### src/rtl/rtc_bit_pkg.sv
package rtc_bit_pkg;

    localparam int ADDR_W_DEF   = 4;
    localparam int DATA_W_DEF   = 8;
    localparam int TONE_DIV_DEF = 128;

    // Access kind, one flag per direction.
    typedef struct packed {
        logic rd;
        logic wr;
    } acc_t;

    typedef enum logic {
        BUS_STROBE_PAIR = 1'b0,
        BUS_DATA_STROBE = 1'b1
    } bus_e;

    // Flags that were set last cycle and are clear now.
    function automatic acc_t acc_end(acc_t prev, acc_t now);
        acc_t r;
        r.rd = prev.rd & ~now.rd;
        r.wr = prev.wr & ~now.wr;
        return r;
    endfunction

endpackage

### src/rtl/rtc_bit_strobe.sv
module rtc_bit_strobe
    import rtc_bit_pkg::*;
(
    input  logic clk,
    input  logic rst,
    input  logic bus_mode,
    input  logic cs_n,
    input  logic rd_n,
    input  logic wr_n,
    input  logic ds_n,
    input  logic rw,
    output acc_t act,
    output acc_t fin
);
    logic  sel;
    logic  ds_on;
    logic  ds_q;
    logic  rw_lat;
    logic  dir_rd;
    acc_t  pair_acc;
    acc_t  ds_acc;
    acc_t  act_q;

    assign sel   = ~cs_n;
    assign ds_on = sel & ~ds_n;

    // Direction is fixed at data-strobe assertion.
    assign dir_rd = ds_q ? rw_lat : rw;

    always_comb begin
        pair_acc.rd = sel & ~rd_n & wr_n;
        pair_acc.wr = sel & ~wr_n & rd_n;
        ds_acc.rd   = ds_on & dir_rd;
        ds_acc.wr   = ds_on & ~dir_rd;
        act = (bus_e'(bus_mode) == BUS_DATA_STROBE) ? ds_acc : pair_acc;
    end

    always_ff @(posedge clk) begin
        if (rst) begin
            ds_q   <= 1'b0;
            rw_lat <= 1'b0;
            act_q  <= '0;
        end else begin
            ds_q  <= ds_on;
            act_q <= act;
            if (ds_on && !ds_q) begin
                rw_lat <= rw;
            end
        end
    end

    assign fin = acc_end(act_q, act);

endmodule

### src/rtl/rtc_bit_frame.sv
module rtc_bit_frame
    import rtc_bit_pkg::*;
#(
    parameter int ADDR_W = ADDR_W_DEF,
    parameter int DATA_W = DATA_W_DEF,
    localparam int FRAME_LEN = ADDR_W + DATA_W,
    localparam int CNT_W     = $clog2(FRAME_LEN)
) (
    input  logic              clk,
    input  logic              rst,
    input  acc_t              act,
    input  acc_t              fin,
    input  logic              dio_i,
    input  logic              frame_rst,
    input  logic [DATA_W-1:0] snap_data,
    output logic [ADDR_W-1:0] snap_addr,
    output logic [CNT_W-1:0]  bit_cnt,
    output logic              data_phase,
    output logic              out_bit,
    output logic              wr_en,
    output logic [ADDR_W-1:0] wr_addr,
    output logic [DATA_W-1:0] wr_data
);
    localparam logic [CNT_W-1:0] ADDR_LAST  = CNT_W'(ADDR_W - 1);
    localparam logic [CNT_W-1:0] FRAME_LAST = CNT_W'(FRAME_LEN - 1);

    logic [ADDR_W-1:0] addr_sr;
    logic [DATA_W-1:0] data_sr;
    logic              wbit;
    logic              count_ev;
    logic              last_bit;
    logic              load_snap;
    logic              shift_ev;
    logic              ins_bit;

    assign data_phase = bit_cnt > ADDR_LAST;
    assign count_ev   = ~frame_rst & (fin.wr | (fin.rd & data_phase));
    assign last_bit   = bit_cnt == FRAME_LAST;
    assign load_snap  = ~frame_rst & fin.wr & (bit_cnt == ADDR_LAST);
    assign shift_ev   = count_ev & data_phase;
    assign ins_bit    = fin.wr ? wbit : data_sr[0];
    assign snap_addr  = {wbit, addr_sr[ADDR_W-1:1]};

    always_ff @(posedge clk) begin
        if (rst) begin
            bit_cnt <= '0;
            addr_sr <= '0;
            data_sr <= '0;
            wbit    <= 1'b0;
        end else begin
            if (act.wr) begin
                wbit <= dio_i;
            end
            if (frame_rst) begin
                bit_cnt <= '0;
            end else if (count_ev) begin
                bit_cnt <= last_bit ? '0 : bit_cnt + 1'b1;
            end
            if (count_ev && !data_phase) begin
                addr_sr <= snap_addr;
            end
            if (load_snap) begin
                data_sr <= snap_data;
            end else if (shift_ev) begin
                data_sr <= {ins_bit, data_sr[DATA_W-1:1]};
            end
        end
    end

    assign out_bit = data_sr[0];
    assign wr_en   = ~frame_rst & fin.wr & last_bit;
    assign wr_addr = addr_sr;
    assign wr_data = {wbit, data_sr[DATA_W-1:1]};

endmodule

### src/rtl/rtc_bit_regs.sv
module rtc_bit_regs #(
    parameter int ADDR_W = 4,
    parameter int DATA_W = 8,
    localparam int DEPTH = 1 << ADDR_W
) (
    input  logic              clk,
    input  logic              rst,
    input  logic              wr_en,
    input  logic [ADDR_W-1:0] wr_addr,
    input  logic [DATA_W-1:0] wr_data,
    input  logic [ADDR_W-1:0] rd_addr,
    output logic [DATA_W-1:0] rd_data,
    output logic              tone_sel
);
    logic [DATA_W-1:0] mem [DEPTH];

    always_ff @(posedge clk) begin
        if (rst) begin
            for (int i = 0; i < DEPTH; i++) begin
                mem[i] <= '0;
            end
        end else if (wr_en) begin
            mem[wr_addr] <= wr_data;
        end
    end

    assign rd_data  = mem[rd_addr];
    assign tone_sel = mem[0][0];

endmodule

### src/rtl/rtc_bit_tone.sv
module rtc_bit_tone #(
    parameter int TONE_DIV = 128,
    localparam int DIV_W = $clog2(TONE_DIV)
) (
    input  logic clk,
    input  logic rst,
    input  logic tick,
    output logic tone
);
    logic [DIV_W-1:0] div_cnt;

    always_ff @(posedge clk) begin
        if (rst) begin
            div_cnt <= '0;
        end else if (tick) begin
            div_cnt <= div_cnt + 1'b1;
        end
    end

    // Top bit: low for the first half of each period, high for the second.
    assign tone = div_cnt[DIV_W-1];

endmodule

### src/rtl/rtc_bit_port.sv
module rtc_bit_port
    import rtc_bit_pkg::*;
#(
    parameter int ADDR_W   = ADDR_W_DEF,
    parameter int DATA_W   = DATA_W_DEF,
    parameter int TONE_DIV = TONE_DIV_DEF
) (
    input  logic clk,
    input  logic rst,
    input  logic bus_mode,
    input  logic cs_n,
    input  logic rd_n,
    input  logic wr_n,
    input  logic ds_n,
    input  logic rw,
    input  logic frame_rst,
    input  logic tick_32k,
    input  logic dio_i,
    output logic dio_o,
    output logic dio_oe
);
    localparam int CNT_W = $clog2(ADDR_W + DATA_W);

    acc_t              act;
    acc_t              fin;
    logic [CNT_W-1:0]  bit_cnt;
    logic              data_phase;
    logic              out_bit;
    logic              wr_en;
    logic [ADDR_W-1:0] wr_addr;
    logic [DATA_W-1:0] wr_data;
    logic [ADDR_W-1:0] snap_addr;
    logic [DATA_W-1:0] snap_data;
    logic              tone_sel;
    logic              tone;
    logic              rd_drive;

    rtc_bit_strobe u_strobe (
        .clk      (clk),
        .rst      (rst),
        .bus_mode (bus_mode),
        .cs_n     (cs_n),
        .rd_n     (rd_n),
        .wr_n     (wr_n),
        .ds_n     (ds_n),
        .rw       (rw),
        .act      (act),
        .fin      (fin)
    );

    rtc_bit_frame #(.ADDR_W(ADDR_W), .DATA_W(DATA_W)) u_frame (
        .clk        (clk),
        .rst        (rst),
        .act        (act),
        .fin        (fin),
        .dio_i      (dio_i),
        .frame_rst  (frame_rst),
        .snap_data  (snap_data),
        .snap_addr  (snap_addr),
        .bit_cnt    (bit_cnt),
        .data_phase (data_phase),
        .out_bit    (out_bit),
        .wr_en      (wr_en),
        .wr_addr    (wr_addr),
        .wr_data    (wr_data)
    );

    rtc_bit_regs #(.ADDR_W(ADDR_W), .DATA_W(DATA_W)) u_regs (
        .clk      (clk),
        .rst      (rst),
        .wr_en    (wr_en),
        .wr_addr  (wr_addr),
        .wr_data  (wr_data),
        .rd_addr  (snap_addr),
        .rd_data  (snap_data),
        .tone_sel (tone_sel)
    );

    rtc_bit_tone #(.TONE_DIV(TONE_DIV)) u_tone (
        .clk  (clk),
        .rst  (rst),
        .tick (tick_32k),
        .tone (tone)
    );

    assign rd_drive = act.rd & data_phase;

    always_comb begin
        if (cs_n) begin
            dio_oe = tone_sel;
            dio_o  = tone_sel & tone;
        end else begin
            dio_oe = rd_drive;
            dio_o  = rd_drive & out_bit;
        end
    end

endmodule

### config.mk
export PLATFORM = sky130hd
export DESIGN_NAME = rtc_bit_port
export DESIGN_NICKNAME = d
export VERILOG_FILES = /design/src/rtl/rtc_bit_pkg.sv /design/src/rtl/rtc_bit_strobe.sv /design/src/rtl/rtc_bit_frame.sv /design/src/rtl/rtc_bit_regs.sv /design/src/rtl/rtc_bit_tone.sv /design/src/rtl/rtc_bit_port.sv
export SDC_FILE = /design/constraint.sdc
export NUM_CORES = 1
export LEC_CHECK = 0
export CAP_MARGIN = 20
export CORE_ASPECT_RATIO = 0.75
export CORE_MARGIN = 2
export CORE_UTILIZATION = 55
export DETAILED_ROUTE_END_ITERATION = 8
export MAX_ROUTING_LAYER = met4
export PLACE_DENSITY = 0.78
export SLEW_MARGIN = 20
export SYNTH_ARGS = -nofsm -noshare
export SYNTH_HDL_FRONTEND = slang
export SYNTH_HIERARCHICAL = 1
export SYNTH_SLANG_ARGS = --single-unit
### constraint.sdc
create_clock -name clk -period 8.1 [get_ports clk]
set_input_delay 1.62 -clock clk [delete_from_list [all_inputs] [get_ports clk]]
set_output_delay 1.62 -clock clk [all_outputs]
set_load 0.02 [all_outputs]
==> flow_summary.ini, run 1 <==
[detailed_routing]
drt-total-wl_um = 15340
drt_pass1_iterations = 5
viasPerCell = 6.109
wl_met1_um = 6900
routed.top_layer = met4
ant_nets = 0
wl_met2_um = 6768
route.detailed.drc = 0
drt_iter0_drc = 459
wl_per_cell_um = 21.64
wl_met3_um = 1396
vias = 4331

[power_and_ir_drop]
leakage_nw = 2.778
vdd_drop_max_v = 0.0001707
powerDensity_nw_per_um2 = 219.6

[worst_setup_path]
required_ps = 6480
path_class = in2out
crit_fanout = 11
endpoint_kind = output pin
startpoint_type = input pin
critPathArrivalTime_ps = 3880

[outcome]
status = complete, no violations

[cts]
clk_pin_slew_ps = 60
cts_resized = 0
cts_buffers = 17
holdBufCountCts = 0
postCtsSetupRepairBufs = 0
clockRootBuffer = clkbuf_16
worstSkewPairLatency_ps = 420
cts_htree_levels = 4
clockBufferDepth = 2
cts_tree = yes
clock-sinks = 156

[sta]
grt_setup_unrepaired = false
drv_slew = 0
worst_pin_slew_ps = 1004
tns_ps = 0
hold_viol = 0
slew_headroom_pct = 33.05
clock_skew_ps = 9.656
fin_crit_sh_pct = 67.87
period_needed_ps = 5498
max_freq_mhz = 181.9
finalSetupViolCount = 0

[die]
core_um2 = 12930
die_w_um = 136.5
rows = 36
die_area_um2 = 14100
initial_utilization_pct = 55.98
io_pins = 13
chipHeight_um = 103.3

[synth]
synth_seq_area_share_pct = 60.86
synth-edff-count = 128
synth_top_area_share_pct = 53.11
avgSynthCellArea_um2 = 13.92
yosysTopAreaCell = edfxtp_1
synth_area_leaders = edfxtp_1, and2_1, mux4_2
synth_flop_cell = edfxtp_1
netlist_instances = 520
async_flop_share_pct = 0
ys_ff_latch = 156
yosysUniqueCellTypes = 50
synthesis.area_um2 = 7237
syn_nets = 533
synth_warnings = 6
yosysMostFrequentCell = and2_1
synth_top_cells_by_count = and2_1, edfxtp_1, mux4_2

[finish]
n_antenna_cell = 0
fin_util_pct = 62.33
area.growth.synth_to_final_pct = 11.34
nets = 538
drive_gt1_share_pct = 18.59

[global_routing]
grt_first_pass_wirelength_um = 24610
overflow = 0
grt_max_degree = 33
grtUsageTotal_pct = 25.08
antenna_found_initial = 0
grt_pass1_vias = 4336

[placed_design]
dp_hpwl_um = 9822
gp_congestion = 0.8669
numPortBuffers = 12

[min_path]
hp-class = reg2reg

[run]
drv_cap = 0
[area by class of cell]
cell class	instances	area, µm²
Tap cell	171	214.0
Fill cell	923	4870
Timing Repair Buffer	15	142.6
Clock buffer	22	539.3
Multi-Input combinational cell	331	2670
Inverter	4	15.01
Clock inverter	10	71.32
Sequential cell	156	4405
[flip-flops by register name, indices dropped and copies added (netlist names)]
signal	cells
u_regs/mem	128
u_frame/data_sr	8
u_tone/div_cnt	7
u_frame/bit_cnt	4
u_frame/wr_addr	4
u_strobe/act_q	2
u_frame/wbit	1
u_strobe/ds_q	1
u_strobe/rw_lat	1
[metal layers]
layer | GRT usage, % | vias up
met2 | 35.06 | 232
met4 | 9.455 | 0
met5 | - | -
li1 | - | 1938
met3 | 6.140 | 28
met1 | 35.82 | 2133
[kinds of logic after synthesis]
group	Yosys count	share of synthesized area, %
compound gates	55	4.945
simple gates	220	18.64
xor+xnor	4	0.4842
buf+inv	33	2.247
flops	156	60.86
fa+ha+maj	2	0.3457
mux	50	12.48
[report_power, final]
group          switching (W)  total (W)  internal (W)
registers          0.0000148   0.000914      0.000899
logic              0.0000325  0.0000593     0.0000267
clock network       0.000321   0.000796      0.000475
[through the flow]
stage	total power [W]	instances	area, µm²	hold WS, ps	setup WS [ps]
floorplan	0.0009625	520	7237	451.3	3787
global placement	0.0009854	677	7447	474.8	2737
detailed placement	0.0009884	677	7447	482.0	2623
CTS	0.001778	709	8058	494.2	2605
global route	0.001821	709	8058	522.7	2481
finish	0.001770	709	8058	500.4	2602
[worst max-delay path, cell delays in order]
cell,delay [ps]
clkdlybuf4s50_1,570
or3b_1,510
o21ai_0,310
nand3_1,120
o21ai_1,130
clkdlybuf4s50_1,620
[cells in the final DEF (no fill, tap or decap), drive strengths merged, types with 5 or more instances in the layout]
master	instances
a21oi	13
a22oi	16
and2	129
clkbuf	22
clkdlybuf4s50	12
clkinv	7
dfxtp	28
edfxtp	128
inv	6
mux2i	16
mux4	32
nand2	18
nor2	23
nor3	8
o21ai	16
or2	17
or4b	5
[final timing paths]
| check | start | end | depth (start not counted) | slack [ps] |
|---|---|---|---|---|
| max | cs_n | dio_o | 6 | 2600 |
| min | u_strobe/rw_lat | u_strobe/rw_lat | 2 | 500 |
| max reg2reg | u_strobe/ds_q | u_regs/mem[12][5] | 7 | 4830 |
| min reg2reg | u_strobe/rw_lat | u_strobe/rw_lat | 2 | 500 |
Note: power is estimated with default switching activity, not from simulation.
==> run 2: changes to the inputs <==
==> constraint.sdc (replaced) <==
create_clock -name clk -period 5.3 [get_ports clk]
set_input_delay 1.06 -clock clk [delete_from_list [all_inputs] [get_ports clk]]
set_output_delay 1.06 -clock clk [all_outputs]
set_load 0.02 [all_outputs]
==> run 2 against run 1 <==
- combinational power rose by 57%
- global-route usage is 0.60 points higher
- worst setup slack got worse by 1700 ps
- sequential cell count unchanged
- largest cell class unchanged
- die area did not move
- clock power increased by 46%
- sequential power grew 53%
- critical endpoint unchanged
- highest routed layer unchanged
- via count is 2.1% higher
- worst hold slack worse by 6.7 ps
==> flow_summary.ini, run 2 (synthesis results as in run 1) <==
[outcome]
status = complete, no violations

[global_routing]
grt_pass1_vias = 4331
grtUsageTotal_pct = 25.68
overflow = 0
grt_max_degree = 29
grt_first_pass_wirelength_um = 25060
antenna_found_initial = 0

[sta]
hold_ws_ps = 493.7
slew_headroom_pct = 31.19
max_freq_mhz = 226.6
worst_pin_slew_ps = 1032
grt_setup_unrepaired = false
finalSetupViolCount = 0
period_needed_ps = 4413
tns_ps = 0
clock_skew_ps = 8.868
fin_crit_sh_pct = 83.26
drv_slew = 0
hold_viol = 0

[cts]
cts_tree = yes
clk_pin_slew_ps = 60
clock-sinks = 156
cts_htree_levels = 4
holdBufCountCts = 0
cts_buffers = 17
cts_resized = 0
worstSkewPairLatency_ps = 420
clockBufferDepth = 2
postCtsSetupRepairBufs = 0
clockRootBuffer = clkbuf_16

[die]
die_w_um = 136.5
core_um2 = 12930
io_pins = 13
die_area_um2 = 14100
chipHeight_um = 103.3
initial_utilization_pct = 55.98
rows = 36

[detailed_routing]
viasPerCell = 6.182
wl_per_cell_um = 22.29
drt_pass1_iterations = 6
vias = 4420
route.detailed.drc = 0
drt-total-wl_um = 15940
drt_iter0_drc = 491
ant_nets = 0

[min_path]
hp-class = reg2reg
min_from = u_tone/div_cnt[5]

[finish]
layout_commonest_cell = and2_1
area.growth.synth_to_final_pct = 11.38
regMostFlops = u_regs/mem
top_regs = u_regs/mem: 128 flops, u_frame/data_sr: 8 flops, u_tone/div_cnt: 7 flops
n_antenna_cell = 0
fin_cells = 715
largest_reg_flops = 128
final_cell_mix = and2_1, edfxtp_1, mux4_2, dfxtp_1, nor2_1
fillers = 909
nets = 544
drive_gt1_share_pct = 19.49

[worst_setup_path]
cp.buffers_inverters = 2
path_delay_family = buffers and inverters
critPathArrivalTime_ps = 3350
required_ps = 4240
worst_path_largest_cell_delay_ps = 630
crit_fanout = 11
crit_chain = clkdlybuf4s50_1, or3b_1, o21ai_0, nand3_1, o21ai_1, clkdlybuf4s50_1
cp_slowest_cell = clkdlybuf4s50_1
critPathLaunch = cs_n
endpoint_kind = output pin
startpoint_type = input pin
critPathMostFrequentCell = clkdlybuf4s50_1
regToRegStartpoint = u_strobe/ds_q
path_class = in2out

[placed_design]
dp_hpwl_um = 10400
numPortBuffers = 12
dp.cells = 683
gp_congestion = 0.8767

[power_and_ir_drop]
leakage_nw = 2.773
vdd_drop_max_v = 0.0002500
powerDensity_nw_per_um2 = 328.3

[run]
drv_cap = 0
## run 2: final timing paths
path	to	slack [ps]	depth (start not counted)
setup / recovery	dio_o	890	6
hold / removal	u_tone/div_cnt[5]	490	2
setup reg to reg	u_regs/mem[0][2]	2160	7
hold reg to reg	u_tone/div_cnt[5]	490	2
## run 2: metal layers
layer | part of all wire, % | up-vias | global-route usage (%)
met5 | 0 | - | -
li1 | - | 1953 | -
met3 | 8.4 | 33 | 6.628
met4 | 1.4 | 0 | 6.651
met1 | 44 | 2214 | 35.14
met2 | 46 | 220 | 38.89
## run 2: worst min-delay path, stage by stage, from the launching register on
cell     delay, ps
dfxtp_1        320
o21ai_0         70
a21oi_1         60
## run 2: layout make-up
type	instances	area [µm²]	share of cell area [%]
well taps	171	214.0	2.654
multi-input cells	331	2670	33.13
clock inverters	14	138.9	1.723
flip-flops and latches	156	4405	54.66
clock buffers	18	429.2	5.324
repair buffers	21	187.7	2.328
inverters	4	15.01	0.1863
## run 2: power breakdown
part           switching (W)  internal [W]
sequential         0.0000227       0.00137
clock               0.000501      0.000655
combinational      0.0000523     0.0000408
total               0.000576       0.00207
## run 2: through the flow
step | setup WS, ps | cell area, µm² | util, % | power, W
2_1_floorplan | 2107 | 7237 | - | 0.001471
3_3_place_gp | 1049 | 7492 | 57.96 | 0.001509
3_5_place_dp | 907.3 | 7492 | 57.96 | 0.001514
4_1_cts | 902.9 | 8060 | 62.35 | 0.002663
5_1_grt | 761.7 | 8060 | 62.35 | 0.002722
6_report | 887.4 | 8060 | 62.35 | 0.002646
==> run 3: changes to the inputs <==
==> constraint.sdc (replaced) <==
create_clock -name clk -period 4.3 [get_ports clk]
set_input_delay 0.86 -clock clk [delete_from_list [all_inputs] [get_ports clk]]
set_output_delay 0.86 -clock clk [all_outputs]
set_load 0.02 [all_outputs]
==> run 3 against run 2 <==
- highest routed layer unchanged
- largest power group unchanged
- sequential power increased by 23%
- design area is 0.51% higher
- largest cell class unchanged
- sequential share of layout area fell by 0.28 points
- global-route usage rose by 0.72 points
==> flow_summary.ini, run 3 (synthesis results as in run 1) <==
[outcome]
status = complete, no violations

[detailed_routing]
drt_iter0_drc = 527
viasPerCell = 6.054
wl_per_cell_um = 22.67
vias = 4365
route.detailed.drc = 0
ant_nets = 0
drt_pass1_iterations = 5
drt-total-wl_um = 16340

[worst_setup_path]
startpoint_type = input pin
crit_fanout = 11
path_delay_family = simple AND/OR/NAND/NOR gates
cp.buffers_inverters = 2
critPathArrivalTime_ps = 4060
ff2ff_setup_slack_ps = 1090
path_class = in2reg
rr_worst_depth = 7
cp_slowest_cell = clkdlybuf4s50_1
worst_path_largest_cell_delay_ps = 680
cp_num_cells = 8
endpoint_kind = flip-flop
required_ps = 4410
crit_chain = clkdlybuf4s50_1, or3b_1, o211a_1, inv_1, nor3_1, or4b_4, nor3_2, or2_2

[finish]
fin_cells = 721
top_regs = u_regs/mem: 128 flops, u_frame/data_sr: 8 flops, u_tone/div_cnt: 7 flops
area.growth.synth_to_final_pct = 11.95
drive_gt1_share_pct = 20.36
fin_util_pct = 62.67
regMostFlops = u_regs/mem
final_cell_mix = and2_1, edfxtp_1, mux4_2, dfxtp_1, nor2_1
n_antenna_cell = 0
largest_reg_flops = 128
layout_commonest_cell = and2_1
nets = 550

[placed_design]
dp.cells = 689
dp_hpwl_um = 10640
gp_congestion = 0.8558
numPortBuffers = 12

[cts]
holdBufCountCts = 0
postCtsSetupRepairBufs = 0
cts_resized = 0
clk_pin_slew_ps = 70
clockRootBuffer = clkbuf_16
cts_htree_levels = 4
cts_buffers = 17
clockBufferDepth = 2
cts_tree = yes
worstSkewPairLatency_ps = 420
clock-sinks = 156

[global_routing]
grt_max_degree = 29
grt_pass1_vias = 4445
grt_first_pass_wirelength_um = 25740
antenna_found_initial = 0
grtUsageTotal_pct = 26.40
overflow = 0

[power_and_ir_drop]
leakage_nw = 2.813
powerDensity_nw_per_um2 = 404.8
vdd_drop_max_v = 0.0002623

[die]
initial_utilization_pct = 55.98
die_area_um2 = 14100
rows = 36
core_um2 = 12930
chipHeight_um = 103.3
die_w_um = 136.5
io_pins = 13

[sta]
clock_skew_ps = 11.84
max_freq_mhz = 253.7
tns_ps = 0
grt_setup_unrepaired = false
worst_pin_slew_ps = 933.0
slew_headroom_pct = 37.71
period_needed_ps = 3942
finalSetupViolCount = 0
hold_viol = 0
drv_slew = 0
fin_crit_sh_pct = 91.66

[min_path]
whs_path_depth = 2
hp-class = reg2reg

[run]
drv_cap = 0
==> run 3: cell count changes in the layout (fill, tap and decap cells not counted) <==
cell / previous run / this run
buf_4: 9 / 15
inv_6: 2 / 5
clkinvlp_4: 5 / 3
clkinv_2: 1 / 2
clkinv_4: 3 / 2
inv_8: 2 / 1
==> run 3: worst paths after layout <==
check	from	endpoint
worst min-delay path	u_tone/div_cnt[5]	u_tone/div_cnt[5]
worst max-delay path	cs_n	u_regs/mem[0][7]
worst max register to register	u_strobe/ds_q	u_regs/mem[0][7]
worst min register to register	u_tone/div_cnt[5]	u_tone/div_cnt[5]
==> run 3: final cells by class <==
class                      instances  area, µm²
timing repair buffer              27      232.7
sequential                       156       4405
multi-input combinational        331       2670
fill                             929       4826
tap                              171      214.0
clock inverter                    14      135.1
inverter                           4      15.01
clock buffer                      18      429.2
==> run 3: per-layer routing <==
metal	vias to the layer above	global-route usage, %	wire length (µm)
li1	1956	-	-
met1	2185	35.68	7200
met2	194	39.58	7613
met3	30	6.530	1201
met4	0	9.135	328
met5	-	-	0
==> run 3: worst register-to-register path: cells and delay by family (launching register included) <==
kind            cells  cell delay [ps]
buf+inv             1               80
compound gates      1              260
simple gates        4             1940
flops               1              350
mux                 1              280
==> run 3: through the flow <==
step           setup slack, ps  cell area (µm²)  power (W)  hold slack, ps
3_3_place_gp             270.2             7537   0.001859           466.5
3_5_place_dp             62.34             7537   0.001866           485.2
2_1_floorplan             1332             7237   0.001813           451.3
5_1_grt                  246.3             8102   0.003375           523.7
6_report                 358.5             8102   0.003280           492.7
4_1_cts                  383.0             8102   0.003296           494.6
==> run 3: report_power, final <==
part / switching (W) / leakage, nW / internal, W
combinational: 0.0000630 / 1.10 / 0.0000503
clock: 0.000634 / 0.270 / 0.000809
sequential: 0.0000299 / 1.44 / 0.00169
